File: src/rtl/psc_pkg.sv
package psc_pkg;

  typedef enum logic [2:0] {
    ST_SETTLE  = 3'd0,
    ST_MEASURE = 3'd1,
    ST_EVAL    = 3'd2,
    ST_SETBEST = 3'd3,
    ST_DONE    = 3'd4
  } searchState_t;

  // strobes from control to datapath
  typedef struct packed {
    logic clrBest;
    logic track;
    logic firstSample;
    logic evaluate;
    logic applyBest;
  } dpStrobe_t;

endpackage

File: src/rtl/psc_control.sv
module psc_control
  import psc_pkg::*;
#(
  parameter int NUM_PHASES = 24,
  parameter int WINDOW     = 1024,
  parameter int SETTLE_W   = 8,
  localparam int PH_W      = $clog2(NUM_PHASES),
  localparam int WIN_W     = $clog2(WINDOW),
  localparam int CNT_W     = ((WIN_W > SETTLE_W) ? WIN_W : SETTLE_W) + 1
) (
  input  logic                clk,
  input  logic                rstN,
  input  logic                start,
  input  logic [SETTLE_W-1:0] settleLen,
  input  logic [PH_W-1:0]     bestPhase,
  output logic [PH_W-1:0]     phase,
  output logic                searchDone,
  output dpStrobe_t           strb
);

  searchState_t st;
  logic [CNT_W-1:0] cnt;
  logic settleEnd;
  logic windowEnd;
  logic lastPhase;

  assign settleEnd = (cnt + 1'b1) >= CNT_W'(settleLen);
  assign windowEnd = (cnt == CNT_W'(WINDOW - 1));
  assign lastPhase = (phase == PH_W'(NUM_PHASES - 1));

  always_ff @(posedge clk or negedge rstN) begin
    if (!rstN) begin
      st    <= ST_SETTLE;
      cnt   <= '0;
      phase <= '0;
    end else if (start) begin
      st    <= ST_SETTLE;
      cnt   <= '0;
      phase <= '0;
    end else begin
      case (st)
        ST_SETTLE: begin
          if (settleEnd) begin
            st  <= ST_MEASURE;
            cnt <= '0;
          end else begin
            cnt <= cnt + 1'b1;
          end
        end
        ST_MEASURE: begin
          if (windowEnd) begin
            st  <= ST_EVAL;
            cnt <= '0;
          end else begin
            cnt <= cnt + 1'b1;
          end
        end
        ST_EVAL: begin
          if (lastPhase) begin
            st <= ST_SETBEST;
          end else begin
            phase <= phase + 1'b1;
            st    <= ST_SETTLE;
          end
        end
        ST_SETBEST: begin
          phase <= bestPhase;
          st    <= ST_DONE;
        end
        default: st <= ST_DONE;
      endcase
    end
  end

  always_comb begin
    strb.clrBest     = start;
    strb.track       = (st == ST_MEASURE) && !start;
    strb.firstSample = (cnt == '0);
    strb.evaluate    = (st == ST_EVAL) && !start;
    strb.applyBest   = (st == ST_SETBEST) && !start;
  end

  assign searchDone = (st == ST_DONE);

endmodule

File: src/rtl/psc_datapath.sv
module psc_datapath
  import psc_pkg::*;
#(
  parameter int NUM_PHASES = 24,
  parameter int SAMPLE_W   = 12,
  localparam int PH_W      = $clog2(NUM_PHASES)
) (
  input  logic                clk,
  input  logic                rstN,
  input  dpStrobe_t           strb,
  input  logic [SAMPLE_W-1:0] sampleIn,
  input  logic [PH_W-1:0]     curPhase,
  output logic [PH_W-1:0]     bestPhase,
  output logic [SAMPLE_W-1:0] threshold
);

  logic [SAMPLE_W-1:0] curMin, curMax;
  logic [SAMPLE_W-1:0] bestMin, bestMax;
  logic [SAMPLE_W-1:0] curRange, bestRange;
  logic                bestValid;
  logic                takeNew;

  assign curRange  = curMax - curMin;
  assign bestRange = bestMax - bestMin;
  // strict compare keeps the earlier (lower) phase on a tie
  assign takeNew   = !bestValid || (curRange > bestRange);

  always_ff @(posedge clk or negedge rstN) begin
    if (!rstN) begin
      curMin <= '0;
      curMax <= '0;
    end else if (strb.track) begin
      if (strb.firstSample) begin
        curMin <= sampleIn;
        curMax <= sampleIn;
      end else begin
        if (sampleIn < curMin) curMin <= sampleIn;
        if (sampleIn > curMax) curMax <= sampleIn;
      end
    end
  end

  always_ff @(posedge clk or negedge rstN) begin
    if (!rstN) begin
      bestValid <= 1'b0;
      bestMin   <= '0;
      bestMax   <= '0;
      bestPhase <= '0;
      threshold <= '0;
    end else if (strb.clrBest) begin
      bestValid <= 1'b0;
      bestMin   <= '0;
      bestMax   <= '0;
      bestPhase <= '0;
      threshold <= '0;
    end else if (strb.evaluate) begin
      if (takeNew) begin
        bestValid <= 1'b1;
        bestMin   <= curMin;
        bestMax   <= curMax;
        bestPhase <= curPhase;
      end
    end else if (strb.applyBest) begin
      threshold <= bestMin + (bestRange >> 1);
    end
  end

endmodule

File: src/rtl/phase_search_ctrl.sv
module phase_search_ctrl
  import psc_pkg::*;
#(
  parameter int NUM_PHASES = 24,
  parameter int SAMPLE_W   = 12,
  parameter int WINDOW     = 1024,
  parameter int SETTLE_W   = 8,
  localparam int PH_W      = $clog2(NUM_PHASES)
) (
  input  logic                clk,
  input  logic                rstN,
  input  logic                start,
  input  logic [SETTLE_W-1:0] settleLen,
  input  logic [SAMPLE_W-1:0] sampleIn,
  output logic [PH_W-1:0]     phaseSel,
  output logic                trigEnable,
  output logic [SAMPLE_W-1:0] threshold
);

  dpStrobe_t       strb;
  logic [PH_W-1:0] bestPhase;

  psc_control #(
    .NUM_PHASES(NUM_PHASES),
    .WINDOW    (WINDOW),
    .SETTLE_W  (SETTLE_W)
  ) uCtrl (
    .clk       (clk),
    .rstN      (rstN),
    .start     (start),
    .settleLen (settleLen),
    .bestPhase (bestPhase),
    .phase     (phaseSel),
    .searchDone(trigEnable),
    .strb      (strb)
  );

  psc_datapath #(
    .NUM_PHASES(NUM_PHASES),
    .SAMPLE_W  (SAMPLE_W)
  ) uDp (
    .clk      (clk),
    .rstN     (rstN),
    .strb     (strb),
    .sampleIn (sampleIn),
    .curPhase (phaseSel),
    .bestPhase(bestPhase),
    .threshold(threshold)
  );

endmodule

File: config.mk
export PLATFORM = sky130hd
export DESIGN_NAME = phase_search_ctrl
export DESIGN_NICKNAME = d
export VERILOG_FILES = /design/src/rtl/psc_pkg.sv /design/src/rtl/psc_control.sv /design/src/rtl/psc_datapath.sv /design/src/rtl/phase_search_ctrl.sv
export SDC_FILE = /design/constraint.sdc
export NUM_CORES = 1
export LEC_CHECK = 0
export ABC_AREA = 0
export BUFFER_PORTS_ARGS = -buffer_cell sky130_fd_sc_hd__buf_2
export CORE_MARGIN = 5
export CORE_UTILIZATION = 45
export DETAILED_ROUTE_END_ITERATION = 10
export PLACE_DENSITY_LB_ADDON = 0.25
export REMOVE_ABC_BUFFERS = 1
export SLEW_MARGIN = 20
export SYNTH_ARGS = -nofsm -noshare
export SYNTH_HDL_FRONTEND = slang
export SYNTH_SLANG_ARGS = --single-unit
File: constraint.sdc
create_clock -name clk -period 3.7 [get_ports clk]
set_clock_uncertainty 0.05 [all_clocks]
set_input_delay 0.185 -clock clk [delete_from_list [all_inputs] [get_ports clk]]
set_output_delay 0.185 -clock clk [all_outputs]
set_load 0.02 [all_outputs]
==> impl_metrics.csv, run 1 <==
group,metric,value,unit
synth,ys_seq_area_share,32.0,%
routing,drc,0,
sta,worstMarginPinSlew,0.736,ns
die,initial_core_util,45.8,%
setup_path,reg2reg_from,"uDp.bestMax[0]$_DFFE_PN0P_",
synth,synth_area,0.00664,mm²
routing,totalWireLength,15200,µm
synth,async_flop_share,100,%
sta,fmax,0.264,GHz
synth,ys.flop_type,"dfrtp_1",
clock_tree,cts_tree,"built",
die,die_h,131,µm
routing,drt_iter0_markers,206,
power,p_clk_share,18.9,%
global_routing,grt.total_usage,17.7,%
clock_tree,cts.sinks,85,
power,swShare,39.9,%
synth,synth-edff-count,0,
sta,finalCriticalPeriod,3.79,ns
clock_tree,clk_path_buf_depth,2,
die,core.rowCount,44,
cells_and_area,final_cell_area,0.00757,mm²
synth,ys_types,73,
clock_tree,cts_buffers,9,
routing,ant_nets,0,
cells_and_area,n_fill_cell,1327,
die,core,0.0145,mm²
sta,hold_viol_final,0,
die,dieArea,0.0173,mm²
cells_and_area,area_growth,14.1,%
routing,drtPass1Iterations,4,
synth,syn_inst,710,
setup_path,startpoint_type,"flip-flop",
global_routing,grt_pass1_vias,5295,
cells_and_area,drive_gt1_share,18.1,%
sta,finalCritPeriodShare,102,%
routing,wire_per_inst,16.0,µm
cells_and_area,nets,869,
synth,synth-seq-cells,85,
placed_design,place.gp.congestion,0.929,
power,netSwitchingPower,1.77,mW
sta,relSlewSlack,50.9,%
synth,yosysTopAreaCellShare,32.0,%
cells_and_area,antenna_cells,0,
power,p_int,2.68,mW
synth,synth_most_common_cell,"dfrtp_1",
placed_design,dpl.hpwl,11400,µm
setup_path,reg2reg_depth,18,
sta,finalSetupViolCount,28,
clock_tree,worstSkewPairLatency,0.35,ns
power,powerDensity,588,mW/mm²
hold_path,hold_class,"in2reg",
die,boundaryPins,41,
setup_path,crit_path_end_kind,"flip-flop",
synth,synth_area_leader_cell,"dfrtp_1",
power,combPwrFrac,53.9,%
setup_path,required,3.91,ns
global_routing,antenna_found_initial,0,
placed_design,place_area,0.00710,mm²
setup_path,r2r_setup_slack,-0.09,ns
global_routing,grt_max_degree,79,
synth,netlist_top_cells_area,"dfrtp_1, ha_1, nand2b_1",
clock_tree,cts_max_level,3,
hold_path,whs_endpoint,"uDp.curMin[2]$_DFFE_PN0P_",
synth,synth.avg_cell_area,9.35,µm²
clock_tree,ctsRootBufferMaster,"clkbuf_16",
die,die_x,131,µm
sta,drv_slew,0,
power,total_leakage_power,3.49,nW
sta,rsz0062_at_grt,"true",
power,seqPwrFrac,27.1,%
sta,setup_ws,-0.0860,ns
cells_and_area,regArea,0.00213,mm²
global_routing,grt-ovfl-total,0,
routing,avgViaCountPerCell,5.45,
power,vdd_drop_max,0.294,mV
setup_path,critical_path.max_fanout,5,
job,maxCapViolCount,0,
hold_path,min_from,"sampleIn[2]",
global_routing,grt_first_pass_wirelength,25800,µm
routing,num_vias,5189,
outcome,status,"finished, violations left",
setup_path,timing.rr.end,"uDp.bestMax[8]$_DFFE_PN0P_",
synth,yosysWarnings,0,
clock_tree,clk_pin_slew,0.06,ns
synth,synthTopCellsByCount,"dfrtp_1, ha_1, inv_1, nand2b_1, nor2_1",
setup_path,worstPathArrival,4.00,ns
cells_and_area,final_util,52.3,%
hold_path,hold_depth,2,
setup_path,path_class,"reg2reg",
cells_and_area,multi_input_area,0.00423,mm²
outcome,violations,"setup timing",
placed_design,numPortBuffers,40,
[area by class of cell]
class | instances | area share, %
clock buffer | 11 | 3.21
multi-input combinational | 538 | 55.9
timing repair buffer | 65 | 6.25
clock inverter | 4 | 0.331
tap | 184 | 3.04
inverter | 65 | 3.22
sequential | 85 | 28.1
[worst max-delay path by stage]
stage                                  end  cells past startpoint  slack (ns)                       start
2_1_floorplan   uDp.bestMax[0]$_DFFE_PN0P_                     15       -1.49  uDp.bestMax[0]$_DFFE_PN0P_
3_3_place_gp   uDp.bestMin[11]$_DFFE_PN0P_                     17        0.02  uDp.bestMax[0]$_DFFE_PN0P_
3_5_place_dp    uDp.bestMin[8]$_DFFE_PN0P_                     18       -0.07  uDp.bestMax[0]$_DFFE_PN0P_
4_1_cts         uDp.bestMin[3]$_DFFE_PN0P_                     18        0.01   uDp.curMax[0]$_DFFE_PN0P_
5_1_grt         uDp.bestMax[8]$_DFFE_PN0P_                     18       -0.23  uDp.bestMax[0]$_DFFE_PN0P_
6_report        uDp.bestMax[8]$_DFFE_PN0P_                     18       -0.09  uDp.bestMax[0]$_DFFE_PN0P_
[registers in the layout (all words and copies together) (netlist names)]
name and count:
uDp.curMax 12, uDp.bestMin 12, uDp.threshold 12, uDp.bestMax 12, uCtrl.st 3, uDp.curMin 12
uDp.bestPhase 5, uCtrl.cnt 11, uCtrl.phase 5, uDp.bestValid 1
[worst max-delay path: stages (launching register included)]
cell and delay [ns]:
dfrtp_1 0.38, inv_1 0.06, ha_2 0.18, inv_2 0.04, fa_2 0.33, a21o_1 0.19
a211oi_2 0.27, o21bai_2 0.13, a31o_2 0.24, a21o_1 0.21, xnor2_2 0.15, ha_1 0.30
nand4_1 0.14, o41ai_2 0.27, buf_4 0.18, o32ai_4 0.09, buf_12 0.17, clkbuf_16 0.15
mux2i_1 0.16
[kinds of logic after synthesis]
| kind of cell | Yosys count | share of synthesized area, % |
|---|---|---|
| AND/OR/NAND/NOR | 225 | 18.2 |
| flip-flops | 85 | 32.0 |
| buffers and inverters | 87 | 5.71 |
| AO/OA/AOI/OAI | 149 | 15.5 |
| multiplexers | 54 | 9.10 |
| XOR/XNOR | 28 | 3.69 |
| adder cells (fa/ha/maj) | 82 | 15.8 |
[placed cells by master, fill, tap and decap left out, drive strengths merged, types with 3 or more instances in the layout]
master,synthesis,routed
nor2,52,52
nand4,12,12
o21ai,26,26
mux2,24,24
a22o,4,4
xor2,10,10
nand3,14,14
o2111ai,3,3
a211oi,16,16
fa,3,3
or3,8,8
o211ai,7,7
mux2i,30,30
o31a,5,5
a211o,5,5
o21bai,3,3
nand3b,3,3
nor2b,6,6
nand2b,64,64
a21o,7,7
dfrtp,85,85
o21a,9,9
ha,79,79
nor3,11,11
inv,64,64
a21oi,40,40
xnor2,18,18
clkbuf,12,12
buf,10,62
clkinv,1,3
nand2,39,39
and4,3,3
o31ai,3,3
[through the flow]
step	std cells	hold slack (ns)	setup TNS [ns]	setup WS, ns	total power [mW]
2_1_floorplan	688	-0.161	-43.18	-1.49	2.88
3_3_place_gp	928	0.216	0	0.0238	3.39
3_5_place_dp	928	0.233	-1.31	-0.0709	3.50
4_1_cts	947	0.0709	0	0.0141	4.42
5_1_grt	952	0.0780	-5.95	-0.234	4.82
6_report	952	0.0825	-1.71	-0.0860	4.45
[power groups by stage]
stage,clock network [mW],registers (mW),logic [mW]
after floorplan,0,1.17,1.71
after global placement,0,1.21,2.18
after detailed placement,0,1.22,2.29
after CTS,0.862,1.20,2.36
after global routing,0.901,1.22,2.70
final,0.843,1.21,2.40
[routing by layer]
layer | up-vias | routed length (µm) | share of wire [%] | global-route usage (%)
met2 | 79 | 6990 | 46 | 28.2
met5 | - | 0 | 0 | 0
met1 | 2461 | 7560 | 50 | 24.8
met4 | 0 | 252 | 1.7 | 5.20
met3 | 21 | 442 | 2.9 | 3.25
li1 | 2628 | - | - | -
[what timing repair did]
item | CTS | global route
endpoints found under the setup margin | 28 | 31
gates resized for setup | 7 | 13
pin swaps | 4 | 1
hold endpoints to repair | 53 | 0
cloned | 1 | 1
hold buffers | 1 | 0
setup buffers | 2 | 4
Power figures use the tool's default switching activity.
==> inputs of run 2 (changes only) <==
- SYNTH_HIERARCHICAL: not set -> 1
==> impl_metrics.csv, run 2 <==
group,metric,value,unit
synth,yosysTopAreaCellShare,33.3,%
synth,synthTopCellsByCount,"dfrtp_1, ha_1, inv_1, nor2_1, nand2_1",
synth,synth-compound-area-share,19.6,%
synth,synth-simple-area-share,15.4,%
clock_tree,ctsRootBufferMaster,"clkbuf_16",
setup_path,path_class,"reg2reg",
synth,synth_top_family_by_area,"compound AO/OA/AOI/OAI gates",
sta,drv_slew,0,
synth,synth-xor-area-share,4.12,%
synth,syn_inst,670,
clock_tree,cts.sinks,85,
job,maxCapViolCount,0,
routing,drc,0,
synth,yosysWarnings,6,
sta,worstMarginPinSlew,0.828,ns
hold_path,hold_class,"in2reg",
synth,synth-seq-cells,85,
cells_and_area,nets,876,
global_routing,grt-ovfl-total,0,
power,seqPwrFrac,22.3,%
global_routing,antenna_found_initial,0,
die,core,0.0139,mm²
power,p_clk_share,15.9,%
die,initial_core_util,46.0,%
synth,async_flop_share,100,%
setup_path,startpoint,"uDp/bestMax[0]$_DFFE_PN0P_",
sta,finalSetupViolCount,30,
sta,fmax,0.247,GHz
hold_path,hold_depth,2,
setup_path,critical_path.max_fanout,10,
setup_path,cpMaxStageDelayCell,"or4b_4",
hold_path,min_from,"sampleIn[0]",
power,p_int,3.32,mW
routing,wire_per_inst,16.1,µm
synth,synth_most_common_cell,"dfrtp_1",
cells_and_area,drive_gt1_share,26.2,%
outcome,violations,"setup timing",
routing,totalWireLength,15400,µm
synth,ys_seq_area_share,33.3,%
routing,drtPass1Iterations,5,
die,dieArea,0.0167,mm²
hold_path,whs_endpoint,"uDp/curMin[0]$_DFFE_PN0P_",
cells_and_area,n_fill_cell,1219,
routing,ant_nets,0,
synth,synth-edff-count,0,
sta,setup_ws,-0.356,ns
cells_and_area,final_cell_mix,"dfrtp_1, ha_1, inv_1",
synth,synth_mux_area_share,5.43,%
routing,drt_iter0_markers,320,
sta,tns,-8.64,ns
power,netSwitchingPower,2.32,mW
cells_and_area,antenna_cells,0,
die,die_h,129,µm
power,combPwrFrac,61.8,%
sta,finalCriticalPeriod,4.06,ns
sta,hold_viol_final,0,
routing,avgViaCountPerCell,5.60,
clock_tree,cts_buffers,9,
sta,rsz0062_at_grt,"true",
synth,synth_fa_ha_area_share,16.4,%
clock_tree,cts_max_level,3,
setup_path,reg2reg_depth,20,
setup_path,worstPathArrival,4.29,ns
global_routing,grt_first_pass_wirelength,25300,µm
synth,synth_area,0.00638,mm²
setup_path,cp.buffers_inverters,5,
global_routing,grt_max_degree,86,
setup_path,required,3.93,ns
power,total_leakage_power,3.83,nW
die,core.rowCount,43,
setup_path,startpoint_type,"flip-flop",
setup_path,timing.rr.end,"uDp/bestMin[4]$_DFFE_PN0P_",
setup_path,r2r_setup_slack,-0.36,ns
sta,relSlewSlack,44.7,%
synth,ys.flop_type,"dfrtp_1",
placed_design,place_area,0.00711,mm²
power,vdd_drop_max,0.355,mV
routing,num_vias,5349,
cells_and_area,area_growth,21.8,%
setup_path,path_cells,"inv_1 > ha_2 > inv_2 > fa_2 > a21o_1 > a211oi_2 > o21ai_2 > a31o_2 > a21o_1 > xnor2_1 > ha_1 > buf_4 > a21oi_2 > a21boi_1 > nor2_1 > or4b_4 > o221ai_4 > buf_12 > buf_12 > a22o_1",
setup_path,crit_path_end_kind,"flip-flop",
placed_design,place.gp.congestion,0.890,
setup_path,reg2reg_from,"uDp/bestMax[0]$_DFFE_PN0P_",
placed_design,numPortBuffers,40,
power,swShare,41.1,%
global_routing,grt_pass1_vias,5261,
clock_tree,worstSkewPairLatency,0.35,ns
synth,netlist_top_cells_area,"dfrtp_1, ha_1, a22o_1",
placed_design,dpl.hpwl,11300,µm
synth,synth_area_leader_cell,"dfrtp_1",
setup_path,critPathTopFamily,"compound AO/OA/AOI/OAI gates",
cells_and_area,mostFrequentLayoutCell,"dfrtp_1",
clock_tree,clk_pin_slew,0.07,ns
clock_tree,cts_tree,"built",
die,boundaryPins,41,
sta,finalCritPeriodShare,110,%
power,powerDensity,725,mW/mm²
cells_and_area,final_cell_area,0.00778,mm²
synth,synth.avg_cell_area,9.53,µm²
clock_tree,clk_path_buf_depth,2,
setup_path,critPathMaxStageDelay,0.48,ns
outcome,status,"finished, violations left",
global_routing,grt.total_usage,18.7,%
synth,ys_types,72,
die,die_x,129,µm
==> run 2: cell families (layout without fill, tap and decap cells) <==
kind of cell / Yosys count / in the layout
adder cells (fa/ha/maj): 82 / 82
flip-flops: 85 / 85
buffers and inverters: 85 / 191
AND/OR/NAND/NOR: 191 / 191
AO/OA/AOI/OAI: 169 / 169
multiplexers: 28 / 28
XOR/XNOR: 30 / 30
==> run 2: layout make-up <==
class / count / area [µm²] / share of cell area, %
Sequential cell: 85 / 2130 / 27.4
Inverter: 65 / 244 / 3.14
Clock buffer: 12 / 267 / 3.43
Clock inverter: 4 / 31.3 / 0.402
Tap cell: 180 / 225 / 2.90
Timing Repair Buffer: 110 / 795 / 10.2
Multi-Input combinational cell: 500 / 4090 / 52.6
==> run 2: layer usage <==
| layer | vias up | GRT usage (%) | part of all wire, % |
|---|---|---|---|
| li1 | 2636 | - | - |
| met1 | 2605 | 25.8 | 49 |
| met2 | 94 | 30.4 | 47 |
| met3 | 14 | 3.17 | 3.1 |
| met4 | 0 | 5.25 | 0.99 |
| met5 | - | 0 | 0 |
==> run 2: worst max path at each step <==
stage	endpoint	slack (ns)	cells past startpoint
finish	uDp/bestMin[4]$_DFFE_PN0P_	-0.36	20
global route	uDp/bestMin[9]$_DFFE_PN0P_	-0.54	19
CTS	uDp/bestMin[9]$_DFFE_PN0P_	-0.21	19
detailed placement	uDp/bestPhase[3]$_DFFE_PN0P_	-0.39	18
global placement	uDp/bestMin[1]$_DFFE_PN0P_	-0.30	18
floorplan	uDp/bestMax[0]$_DFFE_PN0P_	-0.76	16
==> run 2: per-stage QoR <==
step	setup slack, ns	utilization (%)	hold WS (ns)	total power, mW	cells
after floorplan	-0.759	-	-0.161	3.39	650
after global placement	-0.301	51.2	0.398	4.23	923
after detailed placement	-0.392	51.2	0.411	4.34	923
after CTS	-0.206	54.8	0.0445	5.35	950
after global routing	-0.542	56.0	0.0781	6.08	956
final	-0.356	56.0	0.0644	5.63	956
==> run 2: power by group through the flow <==
stage | clock [mW] | combinational, mW | sequential (mW)
after detailed placement | 0 | 3.07 | 1.26
after global placement | 0 | 2.97 | 1.25
after floorplan | 0 | 2.17 | 1.23
after global routing | 0.969 | 3.84 | 1.27
final | 0.896 | 3.48 | 1.25
after CTS | 0.920 | 3.18 | 1.25
==> run 2: repair_timing <==
action	CTS	global route
setup buffers	9	7
pin swaps	9	16
hold buffers	0	1
endpoints found under the setup margin	30	33
gates cloned	2	0
hold endpoints to repair	0	85
resized for setup	17	29
==> inputs of run 3 (changes only) <==
- RECOVER_POWER: not set -> 50
==> impl_metrics.csv, run 3 (synthesis gave the netlist of run 2 again) <==
group,metric,value,unit
outcome,status,"finished, violations left",
routing,drtPass1Iterations,5,
global_routing,grt_first_pass_wirelength,25300,µm
setup_path,critical_path.max_fanout,10,
routing,drt_iter0_markers,326,
routing,ant_nets,0,
sta,finalSetupViolCount,30,
clock_tree,worstSkewPairLatency,0.35,ns
die,die_x,129,µm
routing,highest_layer,"met4",
setup_path,worstPathArrival,4.28,ns
power,powerDensity,726,mW/mm²
power,swShare,41.1,%
placed_design,dpl.hpwl,11300,µm
job,maxCapViolCount,1,
cells_and_area,fin_cells,956,
sta,finalCriticalPeriod,4.05,ns
sta,fin_hold_ws,0.0653,ns
routing,route.met2.wl,7300,µm
power,p_int,3.32,mW
global_routing,antenna_found_initial,0,
hold_path,hold_class,"in2reg",
sta,relSlewSlack,-42.0,%
power,vdd_drop_max,0.355,mV
routing,route.met3.wl,529,µm
clock_tree,cts_max_level,3,
cells_and_area,nets,876,
clock_tree,cts_tree,"built",
cells_and_area,area_growth,21.5,%
die,core,0.0139,mm²
sta,finalCritPeriodShare,110,%
power,netSwitchingPower,2.31,mW
clock_tree,cts.sinks,85,
placed_design,numPortBuffers,40,
sta,fmax,0.247,GHz
sta,worstMarginPinSlew,2.13,ns
routing,wire_per_inst,16.1,µm
placed_design,place_area,0.00711,mm²
setup_path,crit_path_end_kind,"flip-flop",
cells_and_area,mostFrequentLayoutCell,"dfrtp_1",
setup_path,startpoint_type,"flip-flop",
clock_tree,ctsRootBufferMaster,"clkbuf_16",
setup_path,required,3.93,ns
global_routing,grt.total_usage,18.7,%
sta,drv_slew,86,
die,dieArea,0.0167,mm²
routing,avgViaCountPerCell,5.60,
routing,drc,0,
clock_tree,clk_path_buf_depth,2,
placed_design,place.gp.congestion,0.890,
outcome,violations,"capacitance limit, slew limit, setup timing",
cells_and_area,final_cell_area,0.00775,mm²
setup_path,path_class,"reg2reg",
routing,num_vias,5358,
routing,totalWireLength,15400,µm
die,die_h,129,µm
cells_and_area,drive_gt1_share,24.5,%
power,total_leakage_power,3.77,nW
cells_and_area,antenna_cells,0,
global_routing,grt_pass1_vias,5261,
sta,rsz0062_at_grt,"true",
routing,wl_met1,7420,µm
global_routing,grt_max_degree,86,
cells_and_area,final_cell_mix,"dfrtp_1, ha_1, inv_1",
global_routing,grt-ovfl-total,0,
clock_tree,cts_buffers,9,
die,core.rowCount,43,
power,combPwrFrac,61.8,%
clock_tree,clk_pin_slew,0.07,ns
power,p_clk_share,15.9,%
die,boundaryPins,41,
sta,setup_ws,-0.353,ns
sta,hold_viol_final,0,
placed_design,place_inst,923,
die,initial_core_util,46.0,%
power,seqPwrFrac,22.3,%
-- run 3: cell count changes in the layout (fill, tap and decap cells not counted), sizes merged --
cell and change:
buf -14, clkbuf +14
-- run 3: metrics by stage --
stage	TNS (ns)	worst slack, ns	total power, mW	util, %
final	-8.44	-0.353	5.63	55.9
after global routing	-14.51	-0.542	6.08	55.9
after CTS	-5.06	-0.206	5.35	54.8
after detailed placement	-10.85	-0.392	4.34	51.2
after global placement	-8.29	-0.301	4.23	51.2
after floorplan	-22.02	-0.759	3.39	-
-- run 3: what timing repair did --
| item | CTS | global route |
|---|---|---|
| pin swaps | 9 | 16 |
| gates cloned | 2 | 0 |
| endpoints found under the setup margin | 30 | 33 |
| buffers inserted | 9 | 7 |
| hold endpoints to repair | 0 | 85 |
| resized for setup | 17 | 29 |
| hold buffers | 0 | 1 |
-- run 3: cell type report --
class	instances	area, µm²
multi-input combinational	500	4090
timing repair buffer	110	772
tap	180	225
sequential	85	2130
clock inverter	4	31.3
clock buffer	12	267
fill	1227	6130
inverter	65	244
-- run 3: power by group through the flow --
stage | sequential, mW | combinational [mW] | clock [mW]
finish | 1.25 | 3.48 | 0.896
detailed placement | 1.26 | 3.07 | 0
global placement | 1.25 | 2.97 | 0
global route | 1.27 | 3.84 | 0.969
floorplan | 1.23 | 2.17 | 0
CTS | 1.25 | 3.18 | 0.920
-- run 3: worst paths after layout --
kind,start,end,slack (ns),cells past startpoint
max,uDp/bestMax[0]$_DFFE_PN0P_,uDp/bestMin[9]$_DFFE_PN0P_,-0.35,20
min,sampleIn[0],uDp/curMin[0]$_DFFE_PN0P_,0.07,2
max reg2reg,uDp/bestMax[0]$_DFFE_PN0P_,uDp/bestMin[9]$_DFFE_PN0P_,-0.35,20
min reg2reg,uDp/bestMax[9]$_DFFE_PN0P_,uDp/bestMax[9]$_DFFE_PN0P_,0.46,1
max in group asynchronous,rstN,uDp/curMax[1]$_DFFE_PN0P_,1.28,2
min in group asynchronous,rstN,uCtrl/cnt[1]$_DFFE_PN0P_,0.96,2
-- run 3: worst max-delay path, cell delays in order, from the launching register on --
cell and delay, ns:
dfrtp_1 0.38, inv_1 0.06, ha_2 0.17, inv_2 0.04
fa_2 0.34, a21o_1 0.20, a211oi_2 0.29, o21ai_2 0.10
a31o_2 0.24, a21o_1 0.19, xnor2_1 0.13, ha_1 0.32
buf_4 0.15, a21oi_2 0.11, a21boi_1 0.11, nor2_1 0.09
or4b_4 0.48, o221ai_4 0.13, buf_12 0.16, buf_12 0.11
a22o_1 0.14
-- run 3: layer usage --
| metal | track usage [%] | vias up |
|---|---|---|
| li1 | - | 2636 |
| met1 | 25.8 | 2608 |
| met2 | 30.4 | 97 |
| met3 | 3.17 | 17 |
| met4 | 5.25 | 0 |
| met5 | 0 | - |
